[src/rtl/mdio_pkg.sv]
package mdio_pkg;
   localparam logic [1:0] START_BITS = 2'b01;
   localparam logic [1:0] OPC_READ   = 2'b10;
   localparam logic [1:0] OPC_WRITE  = 2'b01;
   localparam logic [1:0] TURN_WRITE = 2'b10;
   localparam int ADDR_W    = 5;
   localparam int DATA_W    = 16;
   localparam int HDR_BITS  = 4 + 2 * ADDR_W;
   localparam int BODY_BITS = HDR_BITS + 2 + DATA_W;

   function automatic logic [BODY_BITS-1:0] build_body(
      input logic              wr,
      input logic [ADDR_W-1:0] phy,
      input logic [ADDR_W-1:0] rga,
      input logic [DATA_W-1:0] wd);
      logic [1:0] opc;
      opc = wr ? OPC_WRITE : OPC_READ;
      return {START_BITS, opc, phy, rga, TURN_WRITE, wd};
   endfunction
endpackage

[src/rtl/mdio_sync.sv]
module mdio_sync #(
   parameter int STAGES = 2
) (
   input  logic clk,
   input  logic rst_n,
   input  logic din,
   output logic dout
);
   logic [STAGES-1:0] chain;

   generate
      if (STAGES < 2) begin : g_bad
         $error("mdio_sync needs at least two stages");
      end
      for (genvar i = 0; i < STAGES; i++) begin : g_stage
         if (i == 0) begin : g_first
            always_ff @(posedge clk or negedge rst_n)
               if (!rst_n) chain[0] <= 1'b1;
               else        chain[0] <= din;
         end else begin : g_next
            always_ff @(posedge clk or negedge rst_n)
               if (!rst_n) chain[i] <= 1'b1;
               else        chain[i] <= chain[i-1];
         end
      end
   endgenerate

   assign dout = chain[STAGES-1];
endmodule

[src/rtl/mdio_divider.sv]
module mdio_divider #(
   parameter int DIV = 25
) (
   input  logic clk,
   input  logic rst_n,
   input  logic run,
   output logic tick
);
   localparam int CW = (DIV < 2) ? 1 : $clog2(DIV);
   logic [CW-1:0] cnt;

   generate
      if (DIV < 2) begin : g_bad
         $error("mdio_divider needs DIV of at least 2");
      end
   endgenerate

   assign tick = run && (cnt == CW'(DIV - 1));

   always_ff @(posedge clk or negedge rst_n)
      if (!rst_n)    cnt <= '0;
      else if (!run) cnt <= '0;
      else if (tick) cnt <= '0;
      else           cnt <= cnt + 1'b1;
endmodule

[src/rtl/mdio_txmux.sv]
module mdio_txmux
   import mdio_pkg::*;
#(
   parameter int PRE_LEN = 32,
   parameter int CYW     = 6
) (
   input  logic                 busy,
   input  logic                 wr,
   input  logic [CYW-1:0]       cyc,
   input  logic [BODY_BITS-1:0] body,
   output logic                 mdio_o,
   output logic                 mdio_oe
);
   localparam int REL_CYC = PRE_LEN + HDR_BITS;
   int rel;

   always_comb begin
      rel = int'(cyc) - PRE_LEN;
      if (!busy || rel < 0) mdio_o = 1'b1;
      else                  mdio_o = body[$clog2(BODY_BITS)'(BODY_BITS - 1 - rel)];
      mdio_oe = !(busy && !wr && (int'(cyc) >= REL_CYC));
   end
endmodule

[src/rtl/mdio_master.sv]
module mdio_master
   import mdio_pkg::*;
#(
   parameter int DIV         = 25,
   parameter int PRE_LEN     = 32,
   parameter int SYNC_STAGES = 2
) (
   input  logic        clk,
   input  logic        rst_n,
   input  logic        req_valid,
   input  logic        req_write,
   input  logic [4:0]  req_phy,
   input  logic [4:0]  req_reg,
   input  logic [15:0] req_wdata,
   output logic        busy,
   output logic        done,
   output logic [15:0] rd_data,
   output logic        rd_err,
   output logic        mdc,
   output logic        mdio_o,
   output logic        mdio_oe,
   input  logic        mdio_i
);
   localparam int TOTAL   = PRE_LEN + BODY_BITS;
   localparam int CYW     = $clog2(TOTAL);
   localparam int ERR_CYC = PRE_LEN + HDR_BITS + 1;
   localparam int DAT0    = ERR_CYC + 1;
   localparam int LAST    = TOTAL - 1;

   generate
      if (PRE_LEN < 1) begin : g_bad_pre
         $error("mdio_master needs a non-empty preamble");
      end
   endgenerate

   logic                 wr_q;
   logic [BODY_BITS-1:0] body_q;
   logic [CYW-1:0]       cyc;
   logic                 hi_phase;
   logic                 err_q;
   logic [DATA_W-1:0]    shreg;
   logic                 tick;
   logic                 smp;
   logic                 accept;

   assign accept = req_valid && !busy;

   mdio_divider #(.DIV(DIV)) u_div (
      .clk(clk), .rst_n(rst_n), .run(busy), .tick(tick));

   mdio_sync #(.STAGES(SYNC_STAGES)) u_sync (
      .clk(clk), .rst_n(rst_n), .din(mdio_i), .dout(smp));

   mdio_txmux #(.PRE_LEN(PRE_LEN), .CYW(CYW)) u_tx (
      .busy(busy), .wr(wr_q), .cyc(cyc), .body(body_q),
      .mdio_o(mdio_o), .mdio_oe(mdio_oe));

   always_ff @(posedge clk or negedge rst_n) begin
      if (!rst_n) begin
         busy     <= 1'b0;
         done     <= 1'b0;
         wr_q     <= 1'b0;
         body_q   <= '0;
         cyc      <= '0;
         hi_phase <= 1'b0;
         mdc      <= 1'b0;
         err_q    <= 1'b0;
         shreg    <= '0;
         rd_data  <= '0;
         rd_err   <= 1'b0;
      end else begin
         done <= 1'b0;
         if (accept) begin
            busy     <= 1'b1;
            wr_q     <= req_write;
            body_q   <= build_body(req_write, req_phy, req_reg, req_wdata);
            cyc      <= '0;
            hi_phase <= 1'b0;
            mdc      <= 1'b0;
            err_q    <= 1'b0;
            shreg    <= '0;
         end else if (busy && tick) begin
            if (!hi_phase) begin
               // sample point: end of the low half, before the rising edge
               if (!wr_q && cyc == CYW'(ERR_CYC)) err_q <= smp;
               if (!wr_q && cyc >= CYW'(DAT0))
                  shreg <= {shreg[DATA_W-2:0], smp};
               mdc      <= 1'b1;
               hi_phase <= 1'b1;
            end else begin
               mdc      <= 1'b0;
               hi_phase <= 1'b0;
               if (cyc == CYW'(LAST)) begin
                  busy    <= 1'b0;
                  done    <= 1'b1;
                  rd_err  <= !wr_q && err_q;
                  rd_data <= (wr_q || err_q) ? '0 : shreg;
               end else begin
                  cyc <= cyc + 1'b1;
               end
            end
         end
      end
   end
endmodule

[config.mk]
export PLATFORM = sky130hd
export DESIGN_NAME = mdio_master
export DESIGN_NICKNAME = d
export VERILOG_FILES = /design/src/rtl/mdio_pkg.sv /design/src/rtl/mdio_sync.sv /design/src/rtl/mdio_divider.sv /design/src/rtl/mdio_txmux.sv /design/src/rtl/mdio_master.sv
export SDC_FILE = /design/constraint.sdc
export NUM_CORES = 1
export LEC_CHECK = 0
export BUFFER_PORTS_ARGS = -buffer_cell sky130_fd_sc_hd__buf_2
export CAP_MARGIN = 20
export CORE_MARGIN = 2
export CORE_UTILIZATION = 50
export DETAILED_ROUTE_END_ITERATION = 8
export MAX_ROUTING_LAYER = met4
export PLACE_DENSITY = 0.74
export SYNTH_ARGS = -nofsm -noshare
export SYNTH_HDL_FRONTEND = slang
export SYNTH_SLANG_ARGS = --single-unit
[constraint.sdc]
create_clock -name clk -period 2.9 [get_ports clk]
set_clock_uncertainty 0.15 [all_clocks]
set_input_delay 0.58 -clock clk [delete_from_list [all_inputs] [get_ports clk]]
set_output_delay 0.58 -clock clk [all_outputs]
set_load 0.005 [all_outputs]
# After elaboration in Yosys (flattened, before gate mapping)
# Cells that the tools add are included.
dict set report word_totals {
  romBits 0
  elab_cells 81
  out_inout_bits 22
  latchBits 0
  mem_bits_rw 0
  memories 0
  ff_bits 81
  in_bits 31
}
dict set report classes {
  eq_ne 5
  bitwise 1
  n_mux 31
  add_sub_neg 4
  shifts 0
  n_div 0
  magnitude_cmp 4
  n_reduce_logical 23
  multipliers 0
}
# op n
set op_table {}
lappend op_table {{16-bit 2-to-1 mux} 5}
lappend op_table {{6-bit 2-to-1 mux} 4}
lappend op_table {{1-bit 2-to-1 mux} 18}
lappend op_table {{6-bit == test, second input constant} 2}
lappend op_table {{6-bit >= comparator, second input constant} 2}
lappend op_table {{3-bit AND reduction} 4}
lappend op_table {{5-bit 2-to-1 mux} 2}
lappend op_table {{2-bit nonzero test} 5}
lappend op_table {{1-bit logical AND} 8}
lappend op_table {{5-bit by 7-bit less-than comparator with 1-bit output, second input constant} 1}
lappend op_table {{7-bit by 1-bit less-than comparator with 1-bit output, second input constant} 1}
lappend op_table {{6-bit by 6-bit subtractor with 7-bit output, second input constant} 1}
lappend op_table {{6-bit by 1-bit adder with 6-bit output, second input constant} 1}
lappend op_table {{5-bit by 1-bit adder with 5-bit output, second input constant} 1}
lappend op_table {{1-bit binary-select mux with 5-bit select} 1}
lappend op_table {{5-bit == test, second input constant} 1}
lappend op_table {{1-bit by 5-bit subtractor with 5-bit output, first input constant} 1}
lappend op_table {{4-bit AND reduction} 1}
lappend op_table {{1-bit logical NOT} 3}
lappend op_table {{1-bit logical OR} 2}
lappend op_table {{2-bit 2-to-1 mux} 1}
lappend op_table {{2-bit by 1-bit != test with 1-bit output, second input constant} 1}
lappend op_table {{2-bit != test, second input constant} 1}
lappend op_table {{1-bit NOT} 1}

# Longest topological paths before layout
# Gate-level depths: netlist of run 1.
dict set report depth {
  ltp_word 6
  depth_mapped 8
  mapped_depth_nobuf 6
}

# Modules after synthesis
# From an unflattened synthesis of run 1, not the netlist that was laid out.
dict set report unflattened {
  hier_cells 369
  area_unflattened_um2 3733.6
}
# mod seq_area_each_um2 cells_per_inst n_inst area_each_um2
set by_module_without_submodules {}
lappend by_module_without_submodules {mdio_master 1801.7 316 1 3072.9}
lappend by_module_without_submodules {mdio_txmux 0.0 28 1 322.8}
lappend by_module_without_submodules {mdio_divider 125.1 23 1 285.3}
lappend by_module_without_submodules {mdio_sync 52.6 2 1 52.6}

# Worst setup path after synthesis of run 1
# Ideal clock, no wire load.
dict set report synth_timing {
  path_kind {reg2out}
  from {reg cyc[0]}
  to {out mdio_o}
  required_ns 2.170
  slack_ns 0.614
  n_path_buf 2
  arrival_ns 1.556
  stages_incl_launch_ff 7
  path_cell_list {dfrtp_1 > buf_6 > buf_6 > mux4_2 > mux2_2 > nor3_2 > nor4_1}
}
dict set report synth_between {
  elab_chain_len 6
  elab_cells_between_ends 8
  classes_between {add/sub (2); order compare (1); mux (4); reduce/logical (1)}
}
# item line
set synth_lines {}
lappend synth_lines {{from (decl)} mdio_master.sv:38} ;# logic [CYW-1:0] cyc;
lappend synth_lines {{from (signal assigned)} mdio_master.sv:99} ;# cyc <= cyc + 1'b1;
lappend synth_lines {{6-bit by 6-bit subtractor with 7-bit output (*)} mdio_txmux.sv:18} ;# rel = int'(cyc) - PRE_LEN;
lappend synth_lines {{1-bit by 5-bit subtractor with 5-bit output} mdio_txmux.sv:20} ;# else mdio_o = body[$clog2(BODY_BITS)'(BODY_BITS - 1 - rel)];
lappend synth_lines {{1-bit binary-select mux with 5-bit select} mdio_txmux.sv:20}
lappend synth_lines {{1-bit 2-to-1 mux (not written as such) (2 in a row)} mdio_txmux.sv:20}
lappend synth_lines {{1-bit 2-to-1 mux (*)} mdio_txmux.sv:19} ;# if (!busy || rel < 0) mdio_o = 1'b1;
lappend synth_lines {{to (decl)} mdio_master.sv:20} ;# output logic mdio_o,
# Every way passes the cells marked *; elsewhere a longest branch is shown, timed or not. The select of a mux whose other input is x is not followed.

# Worst setup path after layout of run 1
# Ends and elaborated chain as after synthesis.

==> results.ini, run 1 <==
[cts]
htree_num_levels = 3
cts_inserted_buffers = 9
clkTransAtPathRegs_ns = 0.08
cts.sinks = 79
clockRootBuffer = clkbuf_8
clockBufferDepth = 2
tritoncts_clock_tree = done
ctsHoldBuffers = 0
clk-insertion-delay-late_ns = 0.35

[floorplan]
die_w_um = 89.4
design.core.area_mm2 = 0.00714
floorplan.rows = 31
die_h_um = 89.4
floorplan.initialDensity = 0.511
floorplan.die_area_mm2 = 0.00799
boundaryPins = 53

[worst_setup_path]
path_cells = buf_4, mux4_2, mux2i_1, and3_1, nor4_2, buf_2
worst_ep_required_time_ns = 2.17
path_class = flip-flop to output port
timing.critical_path.to_type = output port
critical_path.slowest_cell = dfrtp_2
max_stage_delay_ns = 0.49
arrival_ns = 2.09
critical_path.startpoint = cyc[0]$_DFFE_PN0P_
critPathMaxFanout = 8
worst_setup_path_start_kind = flip-flop
critical_path.reg2reg.startpoint = cyc[1]$_DFFE_PN0P_

[layout]
area_growth_syn_to_layout_pct = 15.7
instances_no_fill = 522
antenna-diode-count = 0
filler_cell_count = 652
finish.net_count = 452
final_layout_size_suffix_gt1_frac = 0.220

[timing]
timing.hold.ws_ns = 0.184
layout_worst_path_cycle_share = 0.972
fmaxAchievable_ghz = 0.355
finalSetupViolCount = 0
max_slew_margin = 0.378
worstMarginPinSlew_ns = 0.933
finalCriticalPeriod_ns = 2.82
timing_max_transition_violations_final = 0
final_hold_viol_count = 0

[yosys]
synth_area_per_cell_um2 = 9.90
synthDominantCellAreaShare = 0.529
synthesis.instances = 368
synth_seq_area_share = 0.543
synthesis.yosys.warnings = 0
ys_ff_latch = 79
yosys.area.top_type = dfrtp_1
synth_cell_area_mm2 = 0.00364
synth_top_cells_by_area = dfrtp_1 (53%), nand2_1 (13%), mux2i_1 (6.9%)
synthDistinctLibCells = 47
synthesis.nets = 402

[worst_hold_path]
hold_class = input pin to flip-flop
hold_path_startpoint = mdio_i

[placement]
hpwl_after_detailed_placement_mm = 4.55
numPlacedInstances = 506
io_buffers = 52
gp_congestion = 0.868

[drt]
drtAntennaViolNets = 0
wl_met3_um = 220
routed_wire_length_per_instance_um = 12.8
postRouteWirelength_mm = 6.66
num_vias = 2611
highest_layer = met4
first_pass_iters = 4
detail_route.vias_per_cell = 5.00
wl_met2_mm = 3.21
met1_wire_length_mm = 3.10
route.detailed.drc = 0
detail_route.iter0.violations = 87

[run_status]
run_status = complete, no violations

[pwr]
irDropWorstVdd_mv = 0.301
leakagePower_nw = 2.16
power_per_cell_area_mw_per_mm2 = 739

[grt]
vias_in_the_first_global_route = 2503
global_route.usage.total = 0.191
wire_length_of_the_first_global_routing_pass_mm = 11.2
grt_antenna_before_repair = 0
grt.overflow.total = 0
grt_max_degree = 79

[job]
drv_cap = 0

cell families after synthesis:
logic type / share of synthesized area
flip-flops: 0.543
AO/OA/AOI/OAI: 0.0536
buffers and inverters: 0.0560
XOR/XNOR: 0.00481
AND/OR/NAND/NOR: 0.217
multiplexers: 0.115
adder cells (fa/ha/maj): 0.0103
worst paths after layout:
path,cells after the start,endpoint,slack [ns]
worst max register to register,5,rd_err$_DFFE_PN0P_,0.50
worst min-delay path,1,u_sync.chain[0]$_DFF_PN1_,0.18
min in group asynchronous,1,rd_data[5]$_DFFE_PN0P_,0.23
worst max-delay path,6,mdio_o,0.08
worst min register to register,0,u_sync.dout$_DFF_PN1_,0.21
max in group asynchronous,2,u_sync.chain[0]$_DFF_PN1_,1.68
routing by layer:
layer,global-route usage,vias up
met4,0.0909,0
li1,-,1309
met3,0.0351,9
met5,-,-
met2,0.304,57
met1,0.234,1236
through the flow:
step,util,setup TNS (ns),cell area (um2),setup slack [ns],total power [W]
3_3_place_gp,0.556,0,3970,0.412,0.00212
3_5_place_dp,0.556,0,3970,0.383,0.00216
6_report,0.591,0,4220,0.0811,0.00312
2_1_floorplan,-,0,3640,0.614,0.00200
5_1_grt,0.591,-0.0315,4220,-0.0315,0.00332
4_1_cts,0.590,0,4210,0.0537,0.00315
layout by cell type, fill, tap and decap left out, types with 9 or more instances in the layout:
cell and instances:
buf_4 9, inv_1 20, mux2i_1 25, nand2_1 127
nor2_1 14, o21ai_1 12, clkbuf_8 10, buf_2 51
dfrtp_1 76
state kept, by name, indices dropped and copies added, names as in the netlist:
| register | cells |
|---|---|
| u_sync.dout | 1 |
| body_q | 29 |
| rd_err | 1 |
| cyc | 6 |
| shreg | 16 |
| rd_data | 16 |
| err_q | 1 |
| busy | 1 |
| done | 1 |
| hi_phase | 1 |
| u_div.cnt | 5 |
| u_sync.chain | 1 |
synth_stat cells (all sizes together):
| master | count |
|---|---|
| nand2 | 127 |
| dfrtp | 77 |
| mux2i | 25 |
| inv | 20 |
| o21ai | 17 |
| nor2 | 15 |
| buf | 14 |
| clkbuf | 7 |
| a21oi | 6 |
| mux4 | 6 |
| nand3 | 6 |
| ha | 3 |
| mux2 | 3 |
| nand2b | 3 |
| nand4 | 3 |
| nor2b | 3 |
| nor4 | 3 |
| o31ai | 3 |
| or3 | 3 |
| and2 | 2 |
| and3 | 2 |
| and4 | 2 |
| dfstp | 2 |
| or4 | 2 |
| a2111oi | 1 |
| a22oi | 1 |
| a311o | 1 |
| a311oi | 1 |
| nand3b | 1 |
| nor3 | 1 |
| nor3b | 1 |
| nor4b | 1 |
| o21a | 1 |
| o311ai | 1 |
| or2 | 1 |
| or4b | 1 |
| xnor2 | 1 |
| xor2 | 1 |
critical path: cells and delay by family (launching register included):
kind	cells	cell delay, ns
AND/OR/NAND/NOR	2	0.49
buffers and inverters	2	0.36
multiplexers	2	0.39
flip-flops	1	0.49
where the power goes:
group	switching, W	total, W	internal [W]	leakage (nW)
clock network	0.000379	0.000976	0.000597	0.118
logic	0.000281	0.000595	0.000315	1.13
registers	0.000229	0.00154	0.00131	0.904
total	0.000889	0.00312	0.00223	2.16
cell type report:
class / count / area [um2] / share of cell area
multi-input combinational: 248 / 1480 / 0.350
clock inverter: 3 / 90.1 / 0.0214
inverter: 20 / 75.1 / 0.0178
sequential: 79 / 1980 / 0.470
clock buffer: 13 / 149 / 0.0353
timing repair buffer: 60 / 323 / 0.0766
tap: 99 / 124 / 0.0294
repair_timing:
| action | in CTS | in global routing |
|---|---|---|
| gates cloned | 0 | 0 |
| resized for setup | 1 | 1 |
| setup endpoints to repair | 1 | 1 |
| buffers inserted | 0 | 0 |
Note: power is estimated with default switching activity, not from simulation.
==> run 2, diff against run 1 <==
--- a/config.mk
+++ b/config.mk
@@ -12,6 +12,7 @@
 export DETAILED_ROUTE_END_ITERATION = 8
 export MAX_ROUTING_LAYER = met4
 export PLACE_DENSITY = 0.74
+export SETUP_SLACK_MARGIN = 0.5
 export SYNTH_ARGS = -nofsm -noshare
 export SYNTH_HDL_FRONTEND = slang
 export SYNTH_SLANG_ARGS = --single-unit
==> run 2 against run 1 <==
Core utilization is 1.8 points higher. Combinational power is 19% higher. Non-clock buffer count is 12 higher. Maximum frequency is 3.4% higher. Clock-buffer cell count stayed put. Sequential share of layout area is 1.3 points lower. Routed wire length is 3.8% higher. Flip-flop and latch count stayed put. Critical path depth stayed put.
==> results.ini, run 2 (synthesis gave the netlist of run 1 again) <==
[worst_setup_path]
path_class = flip-flop to output port
reg2regPathDepth = 7  ; +2
timing.critical_path.to_type = output port
critical_path.reg2reg.startpoint = cyc[1]$_DFFE_PN0P_
arrival_ns = 2.00  ; -0.09 ns
critPathMaxFanout = 7  ; -1
reg2reg_setup_slack_ns = 0.75  ; +0.25 ns
worst_r2r_endpoint = cyc[3]$_DFFE_PN0P_
worst_setup_path_start_kind = flip-flop
worst_ep_required_time_ns = 2.17  ; about the same

[layout]
antenna-diode-count = 0  ; unchanged
filler_cell_count = 637  ; -2.3%
layout.cells.most_common = nand2_1
largest_register_ffs = 29  ; unchanged
final_cell_mix = nand2_1 (127), dfrtp_1 (73), buf_2 (52), mux2i_1 (25), inv_1 (20)
registers.top_by_ff_count = body_q
stdcell_area_mm2 = 0.00435  ; +3.1%
final_core_utilization = 0.609  ; +0.0184
finish.net_count = 464  ; +2.7%
reg_top3 = body_q (29), rd_data (16), shreg (16)
final_layout_size_suffix_gt1_frac = 0.251  ; +0.0307
area_growth_syn_to_layout_pct = 19.3

[timing]
finalSetupViolCount = 0  ; unchanged
worstMarginPinSlew_ns = 0.927  ; -0.00600 ns
rsz0062_at_grt = yes
layout_worst_path_cycle_share = 0.940  ; -0.0322
final_hold_viol_count = 0  ; unchanged
finalCriticalPeriod_ns = 2.73  ; -0.0935 ns
fmaxAchievable_ghz = 0.367  ; +3.4%
setup-tns-final_ns = 0  ; unchanged
fin_ws_ns = 0.175  ; +0.0935 ns
timing_max_transition_violations_final = 0  ; unchanged
max_slew_margin = 0.382  ; +0.00400

[worst_hold_path]
hold_class = input pin to flip-flop
hold_path_startpoint = mdio_i
hold-path-endpoint = u_sync.chain[0]$_DFF_PN1_
timing.hold.worst_path_depth = 1  ; unchanged

[drt]
detail_route.vias_per_cell = 4.98  ; -0.45%
detail_route.iter0.violations = 144  ; +66%
routed_wire_length_per_instance_um = 12.9  ; +1.4%
first_pass_iters = 4  ; unchanged
num_vias = 2659  ; +1.8%
drtAntennaViolNets = 0  ; unchanged
route.detailed.drc = 0  ; unchanged
postRouteWirelength_mm = 6.92  ; +3.8%

[cts]
clkTransAtPathRegs_ns = 0.08  ; about the same
tritoncts_clock_tree = done
cts_inserted_buffers = 9  ; unchanged
cts.sinks = 79  ; unchanged
clockBufferDepth = 2  ; unchanged
clk-insertion-delay-late_ns = 0.35  ; about the same
htree_num_levels = 3  ; unchanged
clockRootBuffer = clkbuf_8

[grt]
wire_length_of_the_first_global_routing_pass_mm = 11.6  ; +3.7%
grt_max_degree = 79  ; unchanged
grt.overflow.total = 0  ; unchanged
grt_antenna_before_repair = 0  ; unchanged
global_route.usage.total = 0.198  ; +0.00785
vias_in_the_first_global_route = 2577  ; +3.0%

[floorplan]
design.core.area_mm2 = 0.00714  ; unchanged
floorplan.initialDensity = 0.511  ; unchanged
boundaryPins = 53  ; unchanged
die_h_um = 89.4  ; unchanged
floorplan.die_area_mm2 = 0.00799  ; unchanged
die_w_um = 89.4  ; unchanged
floorplan.rows = 31  ; unchanged

[placement]
placement.cell_area_mm2 = 0.00397  ; unchanged
gp_congestion = 0.868  ; unchanged
dpl_worst_slack_ns = 0.383  ; unchanged
hpwl_after_detailed_placement_mm = 4.55  ; unchanged
io_buffers = 52  ; unchanged

[pwr]
power_per_cell_area_mw_per_mm2 = 741  ; +0.36%
leakagePower_nw = 2.22  ; +3.0%
irDropWorstVdd_mv = 0.325  ; +8.1%

[job]
drv_cap = 0  ; unchanged

[run_status]
run_status = complete, no violations

-- run 2: cell types whose count changed in the layout (fill, tap and decap cells not counted), moves of 2 or more --
cell	previous run	this run
dfrtp_2	1	4
buf_4	9	17
buf_6	0	2
dfrtp_1	76	73
-- run 2: critical path, cell delays in order (launching register included) --
cell	delay [ns]
dfrtp_2	0.48
buf_6	0.17
mux4_2	0.49
mux2i_1	0.13
and3_1	0.19
nor4_2	0.06
buf_2	0.13
-- run 2: metal layers --
layer	global-route usage	vias up	wire length, um
met2	0.318	76	3320
met1	0.245	1233	3180
li1	-	1339	-
met4	0.0923	0	143
met3	0.0351	11	272
met5	-	-	0
-- run 2: final cells by class --
| cell class | instances | area (um2) | area share |
|---|---|---|---|
| Tap cell | 99 | 124 | 0.0285 |
| Sequential cell | 79 | 1980 | 0.456 |
| Clock buffer | 13 | 149 | 0.0342 |
| Timing Repair Buffer | 72 | 430 | 0.0990 |
| Inverter | 20 | 75.1 | 0.0173 |
| Clock inverter | 3 | 90.1 | 0.0207 |
| Multi-Input combinational cell | 248 | 1500 | 0.344 |
-- run 2: power breakdown --
group / switching [W] / internal, W / total (W)
sequential: 0.000215 / 0.00132 / 0.00153
combinational: 0.000324 / 0.000385 / 0.000708
clock: 0.000386 / 0.000597 / 0.000983
-- run 2: timing repair --
action	in CTS	in global routing
gates resized for setup	9	1
hold buffers	0	0
endpoints found under the setup margin	3	2
setup buffers	9	3
pin swaps	2	1
-- run 2: per-stage QoR --
step / std cells / total power [W] / hold slack [ns]
after floorplan: 368 / 0.00200 / 0.134
after global placement: 506 / 0.00212 / 0.197
after detailed placement: 506 / 0.00216 / 0.197
after CTS: 531 / 0.00322 / 0.167
after global routing: 534 / 0.00343 / 0.166
final: 534 / 0.00322 / 0.183
-- run 2: worst max-delay path by stage --
stage	startpoint	end	slack, ns
floorplan	cyc[0]$_DFFE_PN0P_	mdio_o	0.61
global placement	cyc[0]$_DFFE_PN0P_	mdio_o	0.41
detailed placement	cyc[0]$_DFFE_PN0P_	mdio_o	0.38
CTS	cyc[0]$_DFFE_PN0P_	mdio_o	0.17
global route	cyc[0]$_DFFE_PN0P_	mdio_o	0.06
finish	cyc[0]$_DFFE_PN0P_	mdio_o	0.17
==> run 3, diff against run 2 <==
--- a/config.mk
+++ b/config.mk
@@ -5,13 +5,14 @@
 export SDC_FILE = /design/constraint.sdc
 export NUM_CORES = 1
 export LEC_CHECK = 0
-export BUFFER_PORTS_ARGS = -buffer_cell sky130_fd_sc_hd__buf_2
+export BUFFER_PORTS_ARGS = -buffer_cell sky130_fd_sc_hd__buf_4
 export CAP_MARGIN = 20
+export CORE_ASPECT_RATIO = 0.9
 export CORE_MARGIN = 2
-export CORE_UTILIZATION = 50
+export CORE_UTILIZATION = 30
 export DETAILED_ROUTE_END_ITERATION = 8
 export MAX_ROUTING_LAYER = met4
-export PLACE_DENSITY = 0.74
+export PLACE_DENSITY = 0.5
 export SETUP_SLACK_MARGIN = 0.5
 export SYNTH_ARGS = -nofsm -noshare
 export SYNTH_HDL_FRONTEND = slang
==> run 3 against run 2 <==
Sequential share of layout area is 2.6 points lower. Worst setup slack worse by 0.032 ns. Highest routed layer unchanged. Largest cell class unchanged. Combinational power is 2% higher. Critical path depth is 2 lower. Clock power is 7% higher.
==> results.ini, run 3 (synthesis gave the netlist of run 1 again) <==
[layout]
final_layout_size_suffix_gt1_frac = 0.252  ; +0.00174
area_growth_syn_to_layout_pct = 26.6
instances_no_fill = 592  ; +11%
filler_cell_count = 1207  ; +89%
seqCellArea_mm2 = 0.00198  ; unchanged
antenna-diode-count = 0  ; unchanged
largest_register_ffs = 29  ; unchanged
finish.net_count = 461  ; -0.65%
final_cell_mix = nand2_1 (126), dfrtp_1 (73), buf_4 (66), mux2i_1 (25), inv_1 (20)
layout.cells.most_common = nand2_1
multi_input_comb_area_mm2 = 0.00152  ; +1.8%
registers.top_by_ff_count = body_q
reg_top3 = body_q (29), rd_data (16), shreg (16)

[grt]
gr-usage-met2 = 0.203  ; -0.115
grt_max_degree = 51  ; -35%
grt_util_met1 = 0.158  ; -0.0866
grt.overflow.total = 0  ; unchanged
grt_antenna_before_repair = 0  ; unchanged
grt-busiest-layer = met2
wire_length_of_the_first_global_routing_pass_mm = 12.7  ; +9.3%
global_route.usage.total = 0.129  ; -0.0691
grt_util_met3 = 0.0464  ; +0.0113
vias_in_the_first_global_route = 2594  ; +0.66%

[drt]
detail_route.iter0.violations = 137  ; -4.9%
postRouteWirelength_mm = 7.67  ; +11%
detail_route.vias_per_cell = 4.47  ; -10%
drtAntennaViolNets = 0  ; unchanged
routed_wire_length_per_instance_um = 13.0  ; about the same
route.detailed.drc = 0  ; unchanged
first_pass_iters = 6  ; +2
num_vias = 2645  ; -0.53%

[worst_setup_path]
timing.critical_path.to_type = output port
reg2reg_setup_slack_ns = 0.71  ; -0.04 ns
critical_path.reg2reg.startpoint = cyc[0]$_DFFE_PN0P_
arrival_ns = 2.03  ; +0.03 ns
worst_r2r_endpoint = rd_data[9]$_DFFE_PN0P_
critPathMaxFanout = 7  ; unchanged
worst_setup_path_start_kind = flip-flop
path_class = flip-flop to output port
worst_ep_required_time_ns = 2.17  ; about the same
reg2regPathDepth = 7  ; unchanged

[cts]
cts_inserted_buffers = 9  ; unchanged
clockBufferDepth = 2  ; unchanged
tritoncts_clock_tree = done
clockRootBuffer = clkbuf_16
clkTransAtPathRegs_ns = 0.06  ; -0.02 ns
ctsHoldBuffers = 0  ; unchanged
cts.sinks = 79  ; unchanged
clk-insertion-delay-late_ns = 0.34  ; about the same
htree_num_levels = 3  ; unchanged

[pwr]
irDropWorstVdd_mv = 0.285  ; -12%
power_per_cell_area_mw_per_mm2 = 721  ; -2.8%
leakagePower_nw = 2.30  ; +3.6%

[floorplan]
floorplan.rows = 38  ; +23%
boundaryPins = 53  ; unchanged
design.core.area_mm2 = 0.0119  ; +67%
floorplan.die_area_mm2 = 0.0130  ; +63%
die_h_um = 109  ; +21%
floorplan.initialDensity = 0.305  ; -0.205
die_w_um = 120  ; +34%

[run_status]
run_status = complete, no violations

[timing]
finalCriticalPeriod_ns = 2.76  ; +0.0317 ns
rsz0062_at_grt = yes
max_slew_margin = 0.563  ; +0.182
layout_worst_path_cycle_share = 0.951  ; +0.0109
finalSetupViolCount = 0  ; unchanged
timing.hold.ws_ns = 0.128  ; -0.0545 ns
timing_max_transition_violations_final = 0  ; unchanged
setup-tns-final_ns = 0  ; unchanged
fmaxAchievable_ghz = 0.363  ; -1.1%
final_hold_viol_count = 0  ; unchanged
worstMarginPinSlew_ns = 0.652  ; -0.276 ns

[placement]
io_buffers = 52  ; unchanged
numPlacedInstances = 567  ; +12%
gp_congestion = 0.716  ; -18%
hpwl_after_detailed_placement_mm = 5.08  ; +12%

[worst_hold_path]
hold_class = input pin to asynchronous set/reset pin

[job]
drv_cap = 0  ; unchanged

run 3: changes by cell type in the layout (fill, tap and decap cells not counted), sizes merged:
cell,before,now
bufinv,3,0
buf,72,69
clkinv,0,2
clkinvlp,0,1
run 3: what timing repair did:
item	4_1_cts	5_1_grt
gates resized for setup	6	7
hold endpoints to repair	0	0
pin swaps	2	2
setup buffers	0	9
setup endpoints to repair	17	17
cloned	0	0
run 3: worst max-delay path by stage:
| stage | startpoint | end | cells past startpoint |
|---|---|---|---|
| after floorplan | cyc[0]$_DFFE_PN0P_ | mdio_o | 6 |
| after global placement | cyc[0]$_DFFE_PN0P_ | mdio_o | 5 |
| after detailed placement | cyc[0]$_DFFE_PN0P_ | mdio_o | 6 |
| after CTS | cyc[0]$_DFFE_PN0P_ | mdio_o | 5 |
| after global routing | cyc[0]$_DFFE_PN0P_ | mdio_o | 5 |
| final | cyc[0]$_DFFE_PN0P_ | mdio_o | 4 |
run 3: cell type report:
| type | count | share of cell area |
|---|---|---|
| inverters | 20 | 0.0163 |
| clock inverters | 3 | 0.00380 |
| well taps | 160 | 0.0434 |
| clock buffers | 13 | 0.0564 |
| flip-flops and latches | 79 | 0.430 |
| multi-input cells | 248 | 0.330 |
| repair buffers | 69 | 0.120 |
run 3: critical path, cell delays in order (launching register included):
cell,delay [ns]
dfrtp_2,0.49
mux4_2,0.57
a2111oi_4,0.42
nor4_4,0.07
buf_4,0.14
run 3: where the power goes:
group | total, W | internal [W] | leakage, nW | switching (W)
logic | 0.000724 | 0.000404 | 1.27 | 0.000320
registers | 0.00155 | 0.00132 | 0.901 | 0.000229
clock network | 0.00105 | 0.000624 | 0.136 | 0.000431
run 3: routing by layer:
layer  part of all wire  wire (um)
met1               0.47       3630
met2               0.47       3580
met3              0.045        348
met4              0.014        111
met5                  0          0
run 3: through the flow:
stage	util	total power (W)	setup WS, ns	instance area (um2)
2_1_floorplan	-	0.00200	0.614	3640
3_3_place_gp	0.352	0.00217	0.391	4200
3_5_place_dp	0.352	0.00219	0.306	4200
4_1_cts	0.377	0.00328	0.123	4500
5_1_grt	0.387	0.00354	0.0780	4610
6_report	0.387	0.00333	0.143	4610
